--- config.mk ---
export PLATFORM = sky130hd
export DESIGN_NAME = keyed_wdt
export DESIGN_NICKNAME = d
export VERILOG_FILES = /design/src/rtl/wdt_pkg.sv /design/src/rtl/wdt_regif.sv /design/src/rtl/wdt_ctrl.sv /design/src/rtl/wdt_counter.sv /design/src/rtl/wdt_irq.sv /design/src/rtl/keyed_wdt.sv
export SDC_FILE = /design/constraint.sdc
export NUM_CORES = 1
export LEC_CHECK = 0
export ABC_AREA = 1
export BUFFER_PORTS_ARGS = -buffer_cell sky130_fd_sc_hd__clkbuf_2
export CORE_ASPECT_RATIO = 0.9
export CORE_UTILIZATION = 40
export DETAILED_ROUTE_END_ITERATION = 6
export GPL_TIMING_DRIVEN = 0
export HOLD_SLACK_MARGIN = 0.1
export PLACE_DENSITY_LB_ADDON = 0.08
export REMOVE_ABC_BUFFERS = 1
export SLEW_MARGIN = 25
export SYNTH_ARGS = -nofsm -noshare
export SYNTH_HDL_FRONTEND = slang
export SYNTH_SLANG_ARGS = --single-unit
--- constraint.sdc ---
create_clock -name clk -period 1.9 [get_ports clk]
set_input_delay 0.38 -clock clk [delete_from_list [all_inputs] [get_ports clk]]
set_output_delay 0.38 -clock clk [all_outputs]
set_load 0.005 [all_outputs]
--- src/rtl/wdt_pkg.sv ---
package wdt_pkg;
  localparam int ADDR_W = 6;
  localparam int KEY_W  = 16;
  localparam int N_REG  = 11;
  localparam int BUSY_BIT = KEY_W - 1;

  // register index; byte offset is index*4
  localparam int IX_FEED  = 0;
  localparam int IX_TOUT  = 1;
  localparam int IX_DIS1  = 2;
  localparam int IX_DIS2  = 3;
  localparam int IX_STAT  = 4;
  localparam int IX_CNT   = 5;
  localparam int IX_DBG   = 6;
  localparam int IX_RSTRT = 7;
  localparam int IX_EVT   = 8;
  localparam int IX_MASK  = 9;
  localparam int IX_FORCE = 10;

  localparam logic [ADDR_W-1:0] OFS_TOUT  = 6'h04;
  localparam logic [ADDR_W-1:0] OFS_DIS2  = 6'h0C;
  localparam logic [ADDR_W-1:0] OFS_STAT  = 6'h10;
  localparam logic [ADDR_W-1:0] OFS_CNT   = 6'h14;
  localparam logic [ADDR_W-1:0] OFS_DBG   = 6'h18;
  localparam logic [ADDR_W-1:0] OFS_EVT   = 6'h20;
  localparam logic [ADDR_W-1:0] OFS_MASK  = 6'h24;
  localparam logic [ADDR_W-1:0] OFS_FORCE = 6'h28;

  localparam logic [KEY_W-1:0] KEY_FEED   = 16'hFEED;
  localparam logic [KEY_W-1:0] KEY_DIS1   = 16'h2BAD;
  localparam logic [KEY_W-1:0] KEY_DIS2   = 16'hCAFE;
  localparam logic [KEY_W-1:0] KEY_RSTRT  = 16'hACED;
  localparam logic [KEY_W-1:0] KEY_CLR    = 16'hE8B4;
  localparam logic [KEY_W-1:0] CODE_OFF   = 16'hDABE;
  localparam logic [KEY_W-1:0] CODE_ON    = 16'h0000;
  localparam logic [KEY_W-1:0] CODE_FIRED = 16'hCFE8;
  localparam logic [KEY_W-1:0] CODE_OK    = 16'h0000;

  typedef enum logic [1:0] {
    WS_OFF  = 2'd0,  // disabled
    WS_HOLD = 2'd1,  // enabled, waiting for a feed
    WS_RUN  = 2'd2   // counting
  } wdt_state_e;
endpackage

--- src/rtl/wdt_regif.sv ---
module wdt_regif
  import wdt_pkg::*;
#(
  parameter int CNT_W = 15
) (
  input  logic              clk,
  input  logic              rst_n,
  input  logic [ADDR_W-1:0] bus_addr,
  input  logic              bus_wr,
  input  logic              bus_rd,
  input  logic [31:0]       bus_wdata,
  output logic [N_REG-1:0]  wsel,
  output logic [KEY_W-1:0]  wkey,
  input  logic [CNT_W-1:0]  timeout_q,
  input  logic [CNT_W-1:0]  count_q,
  input  logic              count_busy,
  input  logic              disabled,
  input  logic              timed_out,
  input  logic              debug_mode,
  input  logic              jtag_en,
  input  logic              evt_q,
  input  logic              mask_q,
  input  logic              force_q,
  output logic [31:0]       bus_rdata
);
  logic        unused_hi;
  logic [31:0] rd_mux;

  assign unused_hi = ^bus_wdata[31:KEY_W];
  assign wkey      = bus_wdata[KEY_W-1:0];

  // one-hot write decode, offsets are index*4
  for (genvar g = 0; g < N_REG; g++) begin : g_dec
    assign wsel[g] = bus_wr && (bus_addr == ADDR_W'(g * 4));
  end

  always_comb begin
    rd_mux = '0;
    unique case (bus_addr)
      OFS_TOUT:  rd_mux = 32'(timeout_q);
      OFS_DIS2:  rd_mux = 32'(disabled ? CODE_OFF : CODE_ON);
      OFS_STAT:  rd_mux = 32'(timed_out ? CODE_FIRED : CODE_OK);
      OFS_CNT: begin
        rd_mux = 32'(count_q);
        rd_mux[BUSY_BIT] = count_busy;
      end
      OFS_DBG:   rd_mux = {30'd0, debug_mode, jtag_en};
      OFS_EVT:   rd_mux = {31'd0, evt_q};
      OFS_MASK:  rd_mux = {31'd0, mask_q};
      OFS_FORCE: rd_mux = {31'd0, force_q};
      default:   rd_mux = '0;
    endcase
  end

  always_ff @(posedge clk or negedge rst_n) begin
    if (!rst_n)      bus_rdata <= '0;
    else if (bus_rd) bus_rdata <= rd_mux;
  end

  p_rdata_hold_r12: assert property (@(posedge clk) disable iff (!rst_n)
    !$past(bus_rd) |-> $stable(bus_rdata));
endmodule

--- src/rtl/wdt_ctrl.sv ---
module wdt_ctrl
  import wdt_pkg::*;
(
  input  logic             clk,
  input  logic             rst_n,
  input  logic [N_REG-1:0] wsel,
  input  logic [KEY_W-1:0] wkey,
  input  logic             expire,
  input  logic             debug_mode,
  output logic             feed_go,
  output logic             count_en,
  output logic             disabled,
  output logic             timed_out,
  output logic             jtag_en
);
  wdt_state_e state_q, state_d;
  logic       dis_armed_q;
  logic       dis_go, restart_go, clr_go;

  assign feed_go    = wsel[IX_FEED]  && (wkey == KEY_FEED);
  assign restart_go = wsel[IX_RSTRT] && (wkey == KEY_RSTRT);
  assign clr_go     = wsel[IX_STAT]  && (wkey == KEY_CLR);
  assign dis_go     = wsel[IX_DIS2]  && (wkey == KEY_DIS2) && dis_armed_q;

  always_comb begin
    state_d = state_q;
    unique case (state_q)
      WS_OFF:  if (restart_go) state_d = WS_HOLD;
      WS_HOLD: if (dis_go) state_d = WS_OFF; else if (feed_go) state_d = WS_RUN;
      WS_RUN:  if (dis_go) state_d = WS_OFF;
      default: state_d = WS_OFF;
    endcase
  end

  always_ff @(posedge clk or negedge rst_n) begin
    if (!rst_n) begin
      state_q     <= WS_OFF;
      dis_armed_q <= 1'b0;
      timed_out   <= 1'b0;
      jtag_en     <= 1'b0;
    end else begin
      state_q <= state_d;
      if (wsel[IX_DIS1])      dis_armed_q <= (wkey == KEY_DIS1);
      else if (wsel[IX_DIS2]) dis_armed_q <= 1'b0;
      if (expire)      timed_out <= 1'b1;
      else if (clr_go) timed_out <= 1'b0;
      if (wsel[IX_DBG]) jtag_en <= wkey[0];
    end
  end

  assign disabled = (state_q == WS_OFF);
  assign count_en = (state_q == WS_RUN) && (!debug_mode || jtag_en);

  p_disable_key_r5: assert property (@(posedge clk) disable iff (!rst_n)
    ($past(state_q) != WS_OFF && state_q == WS_OFF) |-> $past(wsel[IX_DIS2] && wkey == KEY_DIS2));
  p_no_skip_r4: assert property (@(posedge clk) disable iff (!rst_n)
    ($past(state_q) == WS_OFF) |-> (state_q != WS_RUN));
  p_status_cause_r7: assert property (@(posedge clk) disable iff (!rst_n)
    $rose(timed_out) |-> $past(expire));
endmodule

--- src/rtl/wdt_counter.sv ---
module wdt_counter #(
  parameter int CNT_W       = 15,
  parameter int TIMEOUT_RST = 6000
) (
  input  logic             clk,
  input  logic             rst_n,
  input  logic             to_wr,
  input  logic [CNT_W-1:0] to_data,
  input  logic             reload,
  input  logic             step,
  output logic [CNT_W-1:0] timeout_q,
  output logic [CNT_W-1:0] count_q,
  output logic             expire,
  output logic             bark,
  output logic             reset_req
);
  localparam logic [CNT_W-1:0] RST_VAL = CNT_W'(TIMEOUT_RST);
  localparam logic [CNT_W-1:0] ONE     = CNT_W'(1);

  assign expire = step && !reload && (count_q == '0);
  assign bark   = step && !reload && (count_q == ONE);

  always_ff @(posedge clk or negedge rst_n) begin
    if (!rst_n) begin
      timeout_q <= RST_VAL;
      count_q   <= RST_VAL;
      reset_req <= 1'b0;
    end else begin
      if (to_wr) timeout_q <= to_data;
      if (reload || expire) count_q <= timeout_q;
      else if (step)        count_q <= count_q - ONE;
      reset_req <= expire;
    end
  end

  p_step_dec_r4: assert property (@(posedge clk) disable iff (!rst_n)
    (step && !reload && count_q != '0) |=> (count_q == $past(count_q) - ONE));
  p_req_on_tick_r6: assert property (@(posedge clk) disable iff (!rst_n)
    reset_req |-> $past(step));
endmodule

--- src/rtl/wdt_irq.sv ---
module wdt_irq (
  input  logic clk,
  input  logic rst_n,
  input  logic bark,
  input  logic evt_wr,
  input  logic mask_wr,
  input  logic force_wr,
  input  logic wbit,
  output logic evt_q,
  output logic mask_q,
  output logic force_q,
  output logic irq
);
  always_ff @(posedge clk or negedge rst_n) begin
    if (!rst_n) begin
      evt_q   <= 1'b0;
      mask_q  <= 1'b0;
      force_q <= 1'b0;
    end else begin
      if (bark)                evt_q <= 1'b1;
      else if (evt_wr && wbit) evt_q <= 1'b0;
      if (mask_wr)  mask_q  <= wbit;
      if (force_wr) force_q <= wbit;
    end
  end

  assign irq = (evt_q && mask_q) || force_q;

  p_evt_src_r8: assert property (@(posedge clk) disable iff (!rst_n)
    $rose(evt_q) |-> $past(bark));
  p_evt_ack_r8: assert property (@(posedge clk) disable iff (!rst_n)
    $fell(evt_q) |-> $past(evt_wr && wbit));
endmodule

--- src/rtl/keyed_wdt.sv ---
module keyed_wdt
  import wdt_pkg::*;
#(
  parameter int CNT_W       = 15,
  parameter int TIMEOUT_RST = 6000
) (
  input  logic              clk,
  input  logic              rst_n,
  input  logic              tick_en,
  input  logic              debug_mode,
  input  logic [ADDR_W-1:0] bus_addr,
  input  logic              bus_wr,
  input  logic              bus_rd,
  input  logic [31:0]       bus_wdata,
  output logic [31:0]       bus_rdata,
  output logic              irq,
  output logic              reset_req
);
  logic [N_REG-1:0] wsel;
  logic [KEY_W-1:0] wkey;
  logic [CNT_W-1:0] timeout_q, count_q;
  logic feed_go, count_en, step, expire, bark;
  logic disabled, timed_out, jtag_en;
  logic evt_q, mask_q, force_q;

  assign step = tick_en && count_en;

  wdt_regif #(.CNT_W(CNT_W)) u_regif (
    .clk(clk), .rst_n(rst_n), .bus_addr(bus_addr), .bus_wr(bus_wr), .bus_rd(bus_rd),
    .bus_wdata(bus_wdata), .wsel(wsel), .wkey(wkey), .timeout_q(timeout_q),
    .count_q(count_q), .count_busy(step), .disabled(disabled), .timed_out(timed_out),
    .debug_mode(debug_mode), .jtag_en(jtag_en), .evt_q(evt_q), .mask_q(mask_q),
    .force_q(force_q), .bus_rdata(bus_rdata)
  );

  wdt_ctrl u_ctrl (
    .clk(clk), .rst_n(rst_n), .wsel(wsel), .wkey(wkey), .expire(expire),
    .debug_mode(debug_mode), .feed_go(feed_go), .count_en(count_en),
    .disabled(disabled), .timed_out(timed_out), .jtag_en(jtag_en)
  );

  wdt_counter #(.CNT_W(CNT_W), .TIMEOUT_RST(TIMEOUT_RST)) u_counter (
    .clk(clk), .rst_n(rst_n), .to_wr(wsel[IX_TOUT]), .to_data(wkey[CNT_W-1:0]),
    .reload(feed_go), .step(step), .timeout_q(timeout_q), .count_q(count_q),
    .expire(expire), .bark(bark), .reset_req(reset_req)
  );

  wdt_irq u_irq (
    .clk(clk), .rst_n(rst_n), .bark(bark), .evt_wr(wsel[IX_EVT]),
    .mask_wr(wsel[IX_MASK]), .force_wr(wsel[IX_FORCE]), .wbit(wkey[0]),
    .evt_q(evt_q), .mask_q(mask_q), .force_q(force_q), .irq(irq)
  );
endmodule

Yosys cells after proc, flatten, opt, wreduce, memory -nomap -nowiden
Cells that the tools add are included.
- equality and inequality tests: 21
- multiplexer cells: 16
- add/subtract/negate cells: 1
- reduce and logical (&&, ||, !) cells: 35
- operator list (cell ; count):
    case mux 32 bit (8 select lines) ; 1
    equality test 16 bit, second input constant ; 4
    2-to-1 mux 16 bit ; 2
    2-to-1 mux 15 bit ; 2
    equality test 6 x 5 -> 1 bit, second input constant ; 4
    logical AND 1 bit ; 22
    equality test 6 bit, second input constant ; 3
    equality test 16 x 14 -> 1 bit, second input constant ; 1
    equality test 15 x 1 -> 1 bit, second input constant ; 1
    zero test 15 bit ; 1
    subtractor 15 x 1 -> 15 bit, second input constant ; 1
    equality test 6 x 4 -> 1 bit, second input constant ; 2
    2-to-1 mux 2 bit ; 4
    nonzero test 2 bit ; 4
    equality test 6 x 3 -> 1 bit, second input constant ; 1
    zero test 6 bit ; 1
    2-to-1 mux 1 bit ; 6
    case mux 2 bit (3 select lines) ; 1
    inequality test 2 x 1 -> 1 bit, second input constant ; 2
    logical OR 1 bit ; 3
    inequality test 3 x 1 -> 1 bit, second input constant ; 1
    AND reduction 3 bit ; 1
    equality test 2 x 1 -> 1 bit, second input constant ; 1
    equality test 2 bit, second input constant ; 1
    other kinds (2) ; 3
- register bits: 71
- logic and storage cells: 84
- input bits: 44

Logic depth before layout (Yosys ltp)
- word-level depth: 8
- depth in mapped cells: 11

Cells and area by module
A second synthesis with hierarchy kept.
- cells, all modules: 503
- area, all modules: 3857.4 um2
- modules (own cells, without submodules) (module ; seq. area each (um2) ; instances ; cells an instance ; area an instance (um2)):
    wdt_counter ; 793.3 ; 1 ; 206 ; 1860.5
    wdt_regif ; 400.4 ; 1 ; 200 ; 1373.8
    wdt_ctrl ; 125.1 ; 1 ; 80 ; 489.2
    wdt_irq ; 75.1 ; 1 ; 15 ; 126.4
    keyed_wdt ; 0.0 ; 1 ; 2 ; 7.5

Worst setup path before layout
OpenSTA, ideal clock, no wires.
- kind: register to register
- start point: register u_counter.count_q[0]
- end point: register u_counter.count_q[0]
- buffers on the path: 1
- arrival: 1404 ps
- clock period less this slack: 1523 ps
- setup time: 119 ps
- required time: 1781 ps
- path slack: 377 ps
- stages on the path, launching flop included: 10
- path through: dfrtp_1 inv_1 ha_1 nand2_1 inv_2 nand3_1 nor2_1 a21oi_2 buf_6 o21a_1
- longest elaborated chain between the ends: 4
- elaborated cells on any way between the ends: 7
- ends and longest elaborated chain (element ; RTL line ; source):
    start, declared ; wdt_counter.sv:12 ; output logic [CNT_W-1:0] count_q,
    start signal, assigned ; wdt_counter.sv:30 ; if (reload || expire) count_q <= timeout_q;
    start signal, assigned ; wdt_counter.sv:31 ; else if (step) count_q <= count_q - ONE;
    branches (longest 4 deep; another with subtractor 15 x 1 -> 15 bit) ; - ;
Parallel ways; which one is timed is not known. The select of a mux whose other input is x is not followed.
A chain may end at the register's enable or synchronous reset.

Final worst setup path
- start point: register u_counter.count_q[1]
- end point: register u_counter.count_q[1]
The elaborated chain is that of the path after synthesis.

==> flow_summary_export.csv <==
group,metric,value,unit
power,p_leak,2.078,nW
detailed_routing,wl_met1,4.956,mm
synth,synth_ff_type,"dfrtp_1",
final_layout,area_growth,13.22,%
worst_setup_path,crit_required,2140,ps
detailed_routing,vias,3272,
worst_setup_path,path_common_cell,"nand2_1",
final_layout,regArea,0.001394,mm^2
worst_setup_path,cp_num_buf_inv,2,
grt,overflow,0,
timing,finalCriticalPeriod,1788,ps
timing,finalCritPeriodShare,94.13,%
synth,synth_top_area_share,29.00,%
synth,syn_inst,484,
clock_network,clockBufferDepth,2,
timing,whs,286.3,ps
min_path,hold_class,"in -> reg",
clock_network,clk_latency,330,ps
grt,grt_first_pass_wirelength,16.46,mm
power,powerDensity,608.5,mW/mm^2
worst_setup_path,cp-start-kind,"flop",
final_layout,multi_input_area,0.001795,mm^2
detailed_routing,wl_per_cell,14.97,um
detailed_routing,drt_iter0_drc,224,
detailed_routing,routed_wl,9.759,mm
worst_setup_path,reg2reg_depth,9,
min_path,hold-path-cell-count,3,
die,start_util,41.30,%
detailed_routing,top_layer_used,"met4",
placement,dpl.hpwl,7.401,mm
synth,yosysMostFrequentCell,"nand2_1",
detailed_routing,wl_met3,565,um
power,peakVddDrop,0.3320,mV
die,chipHeight,91.23,um
worst_setup_path,critPathMaxFanout,4,
synth,async_flop_share,100.0,%
detailed_routing,postRouteAntennaNets,0,
synth,yosysWarnings,0,
final_layout,drive_above_1_share,20.26,%
clock_network,cts_buffers,5,
die,io-pin-count,78,
final_layout,nNetsFinal,578,
die,dieArea,0.009227,mm^2
run,maxCapViolCount,0,
synth,synth_area_leaders,"dfrtp_1 (29%), nand2_1 (15%), dfstp_2 (10%)",
die,die_w,101.1,um
synth,synth_common_cells,"nand2_1 (143), inv_1 (58), nand3_1 (46)",
grt,track_usage,23.33,%
placement,dp_cells,639,
final_layout,utilization,46.76,%
clock_network,cts_tree,"done",
worst_setup_path,cp_num_cells,9,
worst_setup_path,cp_slowest_cell,"dfrtp_1",
timing,setup_violations,0,
final_layout,fillers,885,
timing,worst_pin_slew,540.2,ps
timing,slew_headroom,63.95,%
clock_network,clk_pin_slew,110,ps
detailed_routing,routed_via_density,5.018,
synth,synth_top_cell_by_area,"dfrtp_1",
synth,netlist_area,0.003538,mm^2
timing,maxSlewViolCount,0,
placement,place_congestion,0.8646,
clock_network,cts-root-buf,"clkbuf_8",
detailed_routing,drc,0,
die,rows,32,
final_layout,final_cells,652,
worst_setup_path,arrival,2030,ps
synth,synthDistinctLibCells,38,
worst_setup_path,cp_top_family,"simple AND/OR/NAND/NOR gates",
die,core_area,0.008568,mm^2
placement,port-buffer-count,45,
outcome,status,"finished clean",
detailed_routing,dr.pass1.iters,5,
synth,syn_area_per_cell,7.311,um^2
synth,synth-edff-count,0,
grt,antenna_found_initial,0,
timing,max_freq,0.5591,GHz
synth,seq_area_frac_synth,39.39,%
clock_network,numClockSinks,55,
synth,ys_ff_latch,55,
grt,grt_pass1_vias,3080,
timing,fin_setup_tns,0,ps
worst_setup_path,critPathMaxStageDelay,400,ps
final_layout,n_antenna_cell,0,
timing,hold_viol,0,
clock_network,htreeDepth,2,
worst_setup_path,crit_path_end_kind,"flop",
worst_setup_path,worstPathCellList,"inv_1, ha_4, nand3_1, nor2_2, nand2_1, o21ai_4, buf_4, nand2_1, o211ai_1",
timing,finalClockSkew,10.97,ps
worst_setup_path,crit_type,"reg -> reg",
detailed_routing,route.met2.wl,4.145,mm
grt,grt_max_degree,41,
kinds of logic after synthesis:
kind of cell / count (synthesis) / share of synthesized area [%]
adders and majority gates: 2 / 0.7071
buffers and inverters: 89 / 12.09
xor gates and xnor gates: 8 / 1.980
muxes: 1 / 0.2829
other: 1 / 0.1060
DFF: 55 / 39.39
AOI/OAI and AO/OA: 57 / 9.795
and+or+nand+nor: 271 / 35.64
cell type report:
class	instances	share of cell area, %
clock buffers	5	1.718
inverters	63	6.027
repair buffers	52	7.776
multi-input cells	355	44.82
flip-flops and latches	55	34.79
clock inverters	3	1.156
well taps	119	3.716
timing repair:
item / CTS / global route
setup buffers: 3 / 1
pin swaps: 2 / 2
endpoints found under the hold margin: 11 / 0
resized for setup: 2 / 2
setup endpoints to repair: 11 / 14
hold buffers: 1 / 0
routing by layer:
layer  track usage (%)  up-vias
li1                  -     1629
met1             36.62     1524
met2             32.82      110
met3             4.234        9
met4             4.952        0
met5                 0        -
sequential cells by signal (all words and copies together) (netlist names):
| register | count |
|---|---|
| u_counter.count_q | 15 |
| u_counter.reset_req | 1 |
| u_counter.timeout_q | 15 |
| u_ctrl.dis_armed_q | 1 |
| u_ctrl.jtag_en | 1 |
| u_ctrl.state_q | 2 |
| u_ctrl.timed_out | 1 |
| u_irq.evt_q | 1 |
| u_irq.force_q | 1 |
| u_irq.mask_q | 1 |
| u_regif.bus_rdata | 16 |
power by group:
group / internal (mW) / leakage [nW] / switching [mW]
sequential: 1.27 / 0.668 / 0.0510
combinational: 0.0902 / 1.36 / 0.190
clock: 0.398 / 0.0548 / 0.435
total: 1.76 / 2.08 / 0.676
placed cells by master, fill, tap and decap left out, drive strengths merged:
cell type,n
dfrtp,41
inv,64
a21oi,2
nor4,3
nand3b,1
nand2,149
ha,2
nor2,53
clkinvlp,1
o22ai,8
o21ai,37
mux2i,1
bufinv,1
conb,16
xor2,8
buf,6
dfstp,14
o21a,1
clkbuf,50
nand4,7
o221ai,5
a21o,1
dlygate4sd3,1
nor3,9
nand3,49
o211ai,3
final timing paths:
check                                   startpoint                endpoint  slack [ps]
setup reg to reg              u_counter.count_q[1]    u_counter.count_q[1]         110
min in group asynchronous                    rst_n    u_counter.count_q[0]         480
hold / removal                        bus_wdata[4]  u_counter.timeout_q[4]         290
setup / recovery              u_counter.count_q[1]    u_counter.count_q[1]         110
hold reg to reg            u_counter.timeout_q[14]   u_counter.count_q[14]         480
max in group asynchronous                    rst_n  u_counter.timeout_q[5]         850
worst min-delay path: cells and delay by family:
family / cells / cell delay [ps]
buf+inv: 1 / 100
compound gates: 1 / 70
simple gates: 1 / 60
metrics by stage:
step                      total power, mW  setup slack, ps  area, um^2
after floorplan                     1.473           -64.80        3408
after global placement              1.614           -865.8        3782
after detailed placement            1.626           -49.01        3819
after CTS                           2.464            15.05        3989
after global routing                2.561          -0.5698        4006
final                               2.438            111.5        4006
(Power assumes the default switching activity.)
